$ cat config.mk
export PLATFORM = sky130hd
export DESIGN_NAME = i2c_regptr_target
export DESIGN_NICKNAME = d
export VERILOG_FILES = /design/src/rtl/i2c_tgt_pkg.sv /design/src/rtl/i2c_line_sync.sv /design/src/rtl/i2c_reg_bank.sv /design/src/rtl/i2c_xfer_engine.sv /design/src/rtl/i2c_regptr_target.sv
export SDC_FILE = /design/constraint.sdc
export NUM_CORES = 1
export LEC_CHECK = 0
export ABC_AREA = 1
export BUFFER_PORTS_ARGS = -buffer_cell sky130_fd_sc_hd__buf_2
export CELL_PAD_IN_SITES_DETAIL_PLACEMENT = 2
export CELL_PAD_IN_SITES_GLOBAL_PLACEMENT = 2
export CORE_MARGIN = 1.5
export CORE_UTILIZATION = 42
export CTS_CLUSTER_DIAMETER = 60
export CTS_CLUSTER_SIZE = 30
export DETAILED_ROUTE_END_ITERATION = 16
export HOLD_SLACK_MARGIN = 0.12
export PLACE_DENSITY_LB_ADDON = 0.12
export SLEW_MARGIN = 30
export SYNTH_ARGS = -nofsm -noshare
export SYNTH_HDL_FRONTEND = slang
export SYNTH_SLANG_ARGS = --single-unit
$ cat constraint.sdc
create_clock -name clk -period 3.3 [get_ports clk]
set_clock_uncertainty 0.05 [all_clocks]
set_input_delay 0.66 -clock clk [delete_from_list [all_inputs] [get_ports clk]]
set_output_delay 0.66 -clock clk [all_outputs]
set_load 0.02 [all_outputs]
$ cat src/rtl/i2c_tgt_pkg.sv
// Package: i2c_tgt_pkg
// Shared constants and the transfer-state type for the I2C register-pointer
// target. Assumes byte-wide registers and an 8-bit pointer.
package i2c_tgt_pkg;

    localparam int          BYTE_W       = 8;
    localparam int          PTR_W        = 8;
    localparam logic [6:0]  DEFAULT_ADDR = 7'h68;

    typedef enum logic [2:0] {
        XS_IDLE,   // released, waiting for a START
        XS_ADDR,   // shifting in the address byte
        XS_RECV,   // shifting in a pointer or data byte
        XS_ACK,    // target holds SDA low for the acknowledge
        XS_SEND,   // target shifts a read byte onto SDA
        XS_MACK    // SDA released, sampling the master's acknowledge
    } xfer_state_e;

endpackage

$ cat src/rtl/i2c_line_sync.sv
// Module: i2c_line_sync
// Brings SCL and SDA into the system clock domain through a flop chain and
// derives SCL edges plus START / STOP conditions from the synchronized levels.
// Assumes the bus lines are slow against clk (several clocks per SCL level).
module i2c_line_sync #(
    parameter int STAGES = 2
) (
    input  logic clk,
    input  logic rst_n,
    input  logic scl_in,
    input  logic sda_in,
    output logic sda_lvl,
    output logic scl_rise,
    output logic scl_fall,
    output logic start_det,
    output logic stop_det
);

    localparam int TOP = STAGES - 1;

    logic [STAGES-1:0] scl_chain;
    logic [STAGES-1:0] sda_chain;
    logic              scl_prev;
    logic              sda_prev;

    // Shift both lines through the synchronizer and keep one older sample.
    always_ff @(posedge clk) begin
        if (!rst_n) begin
            scl_chain <= '1;
            sda_chain <= '1;
            scl_prev  <= 1'b1;
            sda_prev  <= 1'b1;
        end else begin
            scl_chain <= {scl_chain[STAGES-2:0], scl_in};
            sda_chain <= {sda_chain[STAGES-2:0], sda_in};
            scl_prev  <= scl_chain[TOP];
            sda_prev  <= sda_chain[TOP];
        end
    end

    // Decode edges and bus conditions from the current and previous samples.
    always_comb begin
        sda_lvl   = sda_chain[TOP];
        scl_rise  =  scl_chain[TOP] & ~scl_prev;
        scl_fall  = ~scl_chain[TOP] &  scl_prev;
        start_det =  scl_chain[TOP] & scl_prev &  sda_prev & ~sda_chain[TOP];
        stop_det  =  scl_chain[TOP] & scl_prev & ~sda_prev &  sda_chain[TOP];
    end

endmodule

$ cat src/rtl/i2c_reg_bank.sv
// Module: i2c_reg_bank
// Small register array with one synchronous write port and one
// combinational read port. Contents carry no meaning; all entries reset to 0.
module i2c_reg_bank #(
    parameter int DEPTH = 16,
    parameter int WIDTH = 8,
    localparam int IDX_W = $clog2(DEPTH)
) (
    input  logic             clk,
    input  logic             rst_n,
    input  logic             wr_en,
    input  logic [IDX_W-1:0] wr_idx,
    input  logic [WIDTH-1:0] wr_data,
    input  logic [IDX_W-1:0] rd_idx,
    output logic [WIDTH-1:0] rd_data
);

    logic [WIDTH-1:0] cells [DEPTH];

    // Clear every cell on reset, otherwise store on a write strobe.
    always_ff @(posedge clk) begin
        if (!rst_n) begin
            for (int i = 0; i < DEPTH; i++) begin
                cells[i] <= '0;
            end
        end else if (wr_en) begin
            cells[wr_idx] <= wr_data;
        end
    end

    // Present the addressed cell on the read port.
    always_comb begin
        rd_data = cells[rd_idx];
    end

endmodule

$ cat src/rtl/i2c_xfer_engine.sv
// Module: i2c_xfer_engine
// Byte-level transfer controller: decodes the address byte, loads and steps
// the register pointer, drives acknowledges and read data on SDA, and samples
// the master's acknowledge. Assumes SCL edges and START/STOP arrive as
// single-cycle strobes from i2c_line_sync, and that SDA only changes under the
// engine's control while SCL is low.
module i2c_xfer_engine
    import i2c_tgt_pkg::*;
#(
    parameter logic [6:0] DEV_ADDR = DEFAULT_ADDR,
    parameter int         IDX_W    = 4
) (
    input  logic              clk,
    input  logic              rst_n,
    input  logic              sda_lvl,
    input  logic              scl_rise,
    input  logic              scl_fall,
    input  logic              start_det,
    input  logic              stop_det,
    output logic              sda_oe,
    output logic [PTR_W-1:0]  ptr_q,
    output logic              ptr_loaded,
    output logic              idle,
    output logic              wr_en,
    output logic [IDX_W-1:0]  wr_idx,
    output logic [BYTE_W-1:0] wr_data,
    output logic [IDX_W-1:0]  rd_idx,
    input  logic [BYTE_W-1:0] rd_data
);

    localparam logic [3:0] BITS_PER_BYTE = 4'(BYTE_W);

    xfer_state_e       state;
    logic [3:0]        bit_cnt;
    logic [BYTE_W-1:0] shreg;
    logic              dir_read;
    logic              want_ptr;
    logic              master_ack;

    // Read port always follows the pointer's low bits.
    always_comb begin
        rd_idx = ptr_q[IDX_W-1:0];
        idle   = (state == XS_IDLE);
    end

    // Main transfer sequencer, advanced by SCL edges and bus conditions.
    always_ff @(posedge clk) begin
        if (!rst_n) begin
            state      <= XS_IDLE;
            bit_cnt    <= '0;
            shreg      <= '0;
            sda_oe     <= 1'b0;
            dir_read   <= 1'b0;
            want_ptr   <= 1'b0;
            master_ack <= 1'b0;
            ptr_q      <= '0;
            ptr_loaded <= 1'b0;
            wr_en      <= 1'b0;
            wr_idx     <= '0;
            wr_data    <= '0;
        end else begin
            wr_en      <= 1'b0;
            ptr_loaded <= 1'b0;
            if (start_det) begin
                state   <= XS_ADDR;
                bit_cnt <= '0;
                sda_oe  <= 1'b0;
            end else if (stop_det) begin
                state   <= XS_IDLE;
                sda_oe  <= 1'b0;
            end else begin
                unique case (state)
                    XS_IDLE: begin
                    end
                    XS_ADDR, XS_RECV: begin
                        if (scl_rise && bit_cnt < BITS_PER_BYTE) begin
                            shreg   <= {shreg[BYTE_W-2:0], sda_lvl};
                            bit_cnt <= bit_cnt + 4'd1;
                        end else if (scl_fall && bit_cnt == BITS_PER_BYTE) begin
                            bit_cnt <= '0;
                            if (state == XS_ADDR) begin
                                if (shreg[7:1] == DEV_ADDR) begin
                                    dir_read <= shreg[0];
                                    want_ptr <= ~shreg[0];
                                    sda_oe   <= 1'b1;
                                    state    <= XS_ACK;
                                end else begin
                                    state    <= XS_IDLE;
                                end
                            end else begin
                                if (want_ptr) begin
                                    ptr_q      <= shreg;
                                    want_ptr   <= 1'b0;
                                    ptr_loaded <= 1'b1;
                                end else begin
                                    wr_en   <= 1'b1;
                                    wr_idx  <= ptr_q[IDX_W-1:0];
                                    wr_data <= shreg;
                                    ptr_q   <= ptr_q + 1'b1;
                                end
                                sda_oe <= 1'b1;
                                state  <= XS_ACK;
                            end
                        end
                    end
                    XS_ACK: begin
                        if (scl_fall) begin
                            if (dir_read) begin
                                shreg   <= rd_data;
                                sda_oe  <= ~rd_data[BYTE_W-1];
                                ptr_q   <= ptr_q + 1'b1;
                                bit_cnt <= 4'd1;
                                state   <= XS_SEND;
                            end else begin
                                sda_oe  <= 1'b0;
                                state   <= XS_RECV;
                            end
                        end
                    end
                    XS_SEND: begin
                        if (scl_fall) begin
                            if (bit_cnt == BITS_PER_BYTE) begin
                                sda_oe <= 1'b0;
                                state  <= XS_MACK;
                            end else begin
                                sda_oe  <= ~shreg[BYTE_W-2];
                                shreg   <= {shreg[BYTE_W-2:0], 1'b0};
                                bit_cnt <= bit_cnt + 4'd1;
                            end
                        end
                    end
                    XS_MACK: begin
                        if (scl_rise) begin
                            master_ack <= ~sda_lvl;
                        end else if (scl_fall) begin
                            if (master_ack) begin
                                shreg   <= rd_data;
                                sda_oe  <= ~rd_data[BYTE_W-1];
                                ptr_q   <= ptr_q + 1'b1;
                                bit_cnt <= 4'd1;
                                state   <= XS_SEND;
                            end else begin
                                state   <= XS_IDLE;
                            end
                        end
                    end
                    default: state <= XS_IDLE;
                endcase
            end
        end
    end

endmodule

$ cat src/rtl/i2c_regptr_target.sv
// Module: i2c_regptr_target
// Top level of the I2C register-pointer target: line synchronizer, transfer
// engine and register bank. sda_oe high means the pad pulls SDA low.
// Assumes an external pull-up and a master that owns SCL (no stretching).
module i2c_regptr_target
    import i2c_tgt_pkg::*;
#(
    parameter logic [6:0] DEV_ADDR    = DEFAULT_ADDR,
    parameter int         REG_DEPTH   = 16,
    parameter int         SYNC_STAGES = 2
) (
    input  logic clk,
    input  logic rst_n,
    input  logic scl_in,
    input  logic sda_in,
    output logic sda_oe
);

    localparam int IDX_W = $clog2(REG_DEPTH);

    logic              sda_lvl;
    logic              scl_rise;
    logic              scl_fall;
    logic              start_det;
    logic              stop_det;
    logic [PTR_W-1:0]  ptr_q;
    logic              ptr_loaded;
    logic              eng_idle;
    logic              wr_en;
    logic [IDX_W-1:0]  wr_idx;
    logic [BYTE_W-1:0] wr_data;
    logic [IDX_W-1:0]  rd_idx;
    logic [BYTE_W-1:0] rd_data;

    i2c_line_sync #(
        .STAGES (SYNC_STAGES)
    ) u_sync (
        .clk       (clk),
        .rst_n     (rst_n),
        .scl_in    (scl_in),
        .sda_in    (sda_in),
        .sda_lvl   (sda_lvl),
        .scl_rise  (scl_rise),
        .scl_fall  (scl_fall),
        .start_det (start_det),
        .stop_det  (stop_det)
    );

    i2c_xfer_engine #(
        .DEV_ADDR (DEV_ADDR),
        .IDX_W    (IDX_W)
    ) u_engine (
        .clk        (clk),
        .rst_n      (rst_n),
        .sda_lvl    (sda_lvl),
        .scl_rise   (scl_rise),
        .scl_fall   (scl_fall),
        .start_det  (start_det),
        .stop_det   (stop_det),
        .sda_oe     (sda_oe),
        .ptr_q      (ptr_q),
        .ptr_loaded (ptr_loaded),
        .idle       (eng_idle),
        .wr_en      (wr_en),
        .wr_idx     (wr_idx),
        .wr_data    (wr_data),
        .rd_idx     (rd_idx),
        .rd_data    (rd_data)
    );

    i2c_reg_bank #(
        .DEPTH (REG_DEPTH),
        .WIDTH (BYTE_W)
    ) u_bank (
        .clk     (clk),
        .rst_n   (rst_n),
        .wr_en   (wr_en),
        .wr_idx  (wr_idx),
        .wr_data (wr_data),
        .rd_idx  (rd_idx),
        .rd_data (rd_data)
    );

endmodule

-- Word-level counts from Yosys, hierarchy flattened
Memory sizes are Yosys's and may differ from the RTL's. A register that Yosys moved wholly into a read port is not among the register bits.
Cells that the tools add are included.
- reduce and logical (&&, ||, !) cells: 20
- $add $sub $neg: 2
- order comparisons: 1
- mux-type cells: 67
- equal/unequal tests: 30
- bitwise logic cells: 23
- operators by type and width (operator ; number):
    $mux W8 ; 18
    $mux W4 ; 12
    $pmux W8 S4 ; 1
    $mux W3 ; 9
    $pmux W8 S3 ; 1
    $reduce_and A11 Y1 ; 2
    $mux W1 ; 21
    $ne A4 B3 Y1 const B ; 5
    $ne A2 B1 Y1 const B ; 8
    $not A1 Y1 ; 16
    $pmux W4 S4 ; 1
    $reduce_and A8 Y1 ; 2
    $pmux W3 S5 ; 1
    $reduce_and A7 Y1 ; 2
    $ne A2 B2 Y1 const B ; 5
    $reduce_and A10 Y1 ; 1
    $reduce_and A9 Y1 ; 1
    $add A8 B1 Y8 const B ; 1
    $ne A4 B4 Y1 const B ; 2
    $reduce_or A8 Y1 ; 1
    $and A1 B1 Y1 ; 7
    $eq A7 B7 Y1 const B ; 1
    $reduce_or A7 Y1 ; 1
    $eq A3 B2 Y1 const B ; 2
    17 further kinds ; 22
- output and inout port bits: 1
- memories kept: 1
- register bits after elaboration: 46
- RAM bits: 128
- memory list (memory ; depth ; bits a word ; rd ports ; clocked after Yosys merged registers in ; write ports ; line ; text):
    u_bank.cells ; 16 ; 8 ; 1 ; 1 ; 16 ; i2c_reg_bank.sv:18 ; logic [WIDTH-1:0] cells [DEPTH];

-- Logic depth before layout (Yosys ltp)
- word-level depth: 8
- mapped depth: 12

-- Hierarchy
Synthesis repeated with hierarchy kept, for this count alone.
- cells, all modules: 1106
- area, all modules: 8906.0 µm²
- modules (own cells, without submodules) (module ; cells each ; times used ; area an instance (µm²)):
    i2c_reg_bank ; 708 ; 1 ; 6248.5
    i2c_xfer_engine ; 371 ; 1 ; 2458.6
    i2c_line_sync ; 27 ; 1 ; 198.9

-- Least setup slack after synthesis
Ideal clock, no wire load.
- path kind: in2reg
- start point: input port rst_n
- end point: memory u_bank.cells[12][0], enable pin
- stages: 5
- buffers on the path: 1
- path slack: 1079 ps
- setup time: 329 ps
- arrival: 1842 ps
- data required time: 2921 ps
- cell sequence: buf_2 nand2_1 nor3b_1 nand2_2 nand2_1
- RTL lines (what ; line ; text):
    from (decl) ; i2c_regptr_target.sv:13 ; input logic rst_n,
    to (decl) ; i2c_reg_bank.sv:18 ;

-- Worst setup path in the final report
- start point: register u_engine.bit_cnt[0]
- end point: register u_engine.wr_idx[2]
- word-level cells in the longest chain between the ends: 4
- elaborated cells on any way between the ends: 6
- RTL lines (what ; line ; text):
    from (decl) ; i2c_xfer_engine.sv:34 ; logic [3:0] bit_cnt;
    from (signal assigned) ; i2c_xfer_engine.sv:78 ; bit_cnt <= bit_cnt + 4'd1;
    from (signal assigned) ; i2c_xfer_engine.sv:128 ; bit_cnt <= bit_cnt + 4'd1;
    $lt A4 B4 Y1 ; i2c_xfer_engine.sv:76 ; if (scl_rise && bit_cnt < BITS_PER_BYTE) begin
    $logic_and A1 B1 Y1 ; i2c_xfer_engine.sv:76 ;
    $not A1 Y1 (no source line) ; -- ;
    $reduce_and A7 Y1 (no source line) * ; -- ;
    to (signal assigned) ; i2c_xfer_engine.sv:97 ; wr_idx <= ptr_q[IDX_W-1:0];
    to (decl) ; i2c_xfer_engine.sv:25 ; output logic [IDX_W-1:0] wr_idx,
Mark *: on every way between the ends. The rest lies on a longest branch, timed or not.
A chain may end at the register's enable or synchronous reset.

==> metrics <==
most used cell, CP nand2_1; GRT Overall Usage 28.5%; CTS Buf Count 17; Top Usage Layer GRT met2; CTS resizes 0; Layout Area Growth over Synthesis 10.4%; Post-CTS Setup Bufs 0; post-route ant nets 0; status completed; PnR Total Power 6020 uW; die area 0.0206 sq mm; WP data required 3.54 ns; vias per std cell 5.30; critical path fanouts, max 25; syn nets approximately 1000; detailed-route via count 6857; initial antenna violation count 0; PD cells 657 mW/mm^2; CTS tree built; clock sinks 174; Syn Area/Cell 8.08 sq um; Final Critical Period 2.23 ns; Synth area leader edfxtp_1; Placer Congestion 0.802; Buffers on Ports 4; clk_lat worst skew 0.44 ns; # IOs 5; CP Launch Type flop; RSZ-0062 raised after global routing false; Setup TNS 0 ns; CP max-delay cell nand2_1; Yosys Warn Count 0; Unique masters post-synth 31; diode count 0; fin nets between 1000 and 1500; leakage 0.00380 uW; crit path kind flop to flop; EDFF count, synth 128; Final Cell Area 0.00916 sq mm; first-pass GRT wire length between 40000 and 50000 microns; Post-synth top flop edfxtp_1; class of the worst hold path input pin to flop; 1st-pass router iterations 5; Placed Area about 0.0085 sq mm; max incr delay on CP a little under 0.5 ns; met2 usage between 40% and 50%; core area between 0.015 and 0.02 sq mm; FF+latch count, synth 174; Slew Limit Fails 0; post-synthesis cell area 0.00830 sq mm; H-tree depth 4; worst-case clock buffer depth 2; largest net degree at the start of global routing 65; hpwl dp 18000 microns; DRT iter0 DRCs 395; main area contributors after synthesis edfxtp_1 46%, nand2_1 15%, dfxtp_1 11%; initial core utilization a little over two fifths; Max-Cap Viols 0; endpoints failing hold 0; vias in the first global route 7496; final setup vio count 0; CP Cell Sequence inv_1 -> ha_1 -> nand2_1 -> nor2_1 -> nand2_1 -> inv_1 -> nand2_1 -> o21ai_0 -> a21oi_1; Peak VDD IR approximately 0.0004 V; met1 GRT Util 37.3%; DR DRC count 0; worst slew pin tran 0.972 ns; Async SR Flop Fraction 0%; Worst-path clk slew 0.07 ns; Max Clock Freq about 450 MHz; die width 144 microns; share of cells above drive strength 1 6.13%; Seq/Total Area, Yosys 57.4%; final period utilization 67.6%; hold_ws 0.356 ns; Hold-fix buffers, CTS 0; Congestion Overflow GR 0; Yosys top cell area share between 40 and 50%; total wire length 27500 microns; Mapped Cells 1027; WP data arrival 2.47 ns; Critical Path End Type flop; slew margin rel. 34.8%; die height between 100 and 150 microns; Wirelength per Cell 21.3 microns; Root Buffer clkbuf_16; FP Rows 51; met3 global-route usage 3.47%
==> sequential cells by signal, summed over array words and instances (netlist names), 3 cells and up, named ones only <==
register,count
u_bank.cells,128
u_engine.shreg,8
u_engine.wr_data,8
u_engine.bit_cnt,4
u_engine.ptr_q,4
u_engine.wr_idx,4
u_engine.state,3
==> where the power goes <==
group          switching [uW]  internal [uW]
clock network             957           1280
logic                     883            324
registers                 102           2470
==> critical path: cells and delay by family, from the launching register on <==
| kind | cells | cell delay, ns |
|---|---|---|
| and+or+nand+nor | 4 | 0.84 |
| adders and majority gates | 1 | 0.19 |
| buffers and inverters | 2 | 0.21 |
| DFF | 1 | 0.33 |
| AOI/OAI and AO/OA | 2 | 0.46 |
==> kinds of logic (layout without fill, tap and decap cells) <==
family	count (synthesis)	in the layout	share of synthesized area, %
AOI/OAI and AO/OA	66	66	4.16
xor gates and xnor gates	3	3	0.317
adders and majority gates	3	3	0.452
buffers and inverters	161	162	7.57
DFF	174	174	57.4
and+or+nand+nor	620	620	30.1
==> synthesized netlist by cell type (2+ instances only) <==
cell type	number
a21oi_1	40
buf_1	2
buf_2	10
clkbuf_1	29
clkinv_1	8
dfxtp_1	46
edfxtp_1	128
ha_1	3
inv_1	106
inv_2	4
nand2_1	333
nand2_2	7
nand3_1	95
nor2_1	172
nor2_2	2
nor3_1	2
o21ai_0	20
o22ai_1	2
or2_2	5
xor2_1	2
==> cell type report <==
| type | count | area (sq um) |
|---|---|---|
| fillers | 2257 | 10200 |
| well taps | 265 | 332 |
| repair buffers | 12 | 80.1 |
| clock inverters | 15 | 208 |
| inverters | 118 | 443 |
| flip-flops and latches | 174 | 4770 |
| multi-input cells | 692 | 2910 |
| clock buffers | 17 | 425 |
==> layout by cell type (no fill, tap or decap), types with 4 or more instances in the layout <==
cell and n:
edfxtp_1 128, dfxtp_1 45, inv_2 5, clkinv_1 10, buf_4 8, nand2_2 7, nor2_1 172, a21oi_1 40
clkbuf_16 17, o21ai_0 20, inv_6 4, or2_2 5, nand3_1 95, inv_1 105, nand2_1 333, buf_2 4
bufinv_16 4
==> metal layers <==
metal | vias up | routed length (microns)
met5 | - | 0
met3 | 36 | 781
met2 | 118 | 13700
met4 | 0 | 531
li1 | 3235 | -
met1 | 3468 | 12500
==> final timing paths <==
path / start / to / slack (ns) / depth (start not counted)
max: u_engine.bit_cnt[0] / u_engine.wr_idx[2] / 1.07 / 9
min: scl_in / u_sync.scl_chain[0] / 0.36 / 2
max reg2reg: u_engine.bit_cnt[0] / u_engine.wr_idx[2] / 1.07 / 9
min reg2reg: u_sync.scl_chain[0] / u_sync.scl_chain[1] / 0.37 / 1
==> stage by stage <==
step	setup slack, ns	cells	utilization, %
floorplan	1.08	1027	-
global placement	0.807	1261	44.0
detailed placement	0.763	1261	44.0
CTS	1.04	1293	47.2
global route	0.775	1293	47.2
finish	1.07	1293	47.2
Power figures use the tool's default switching activity.
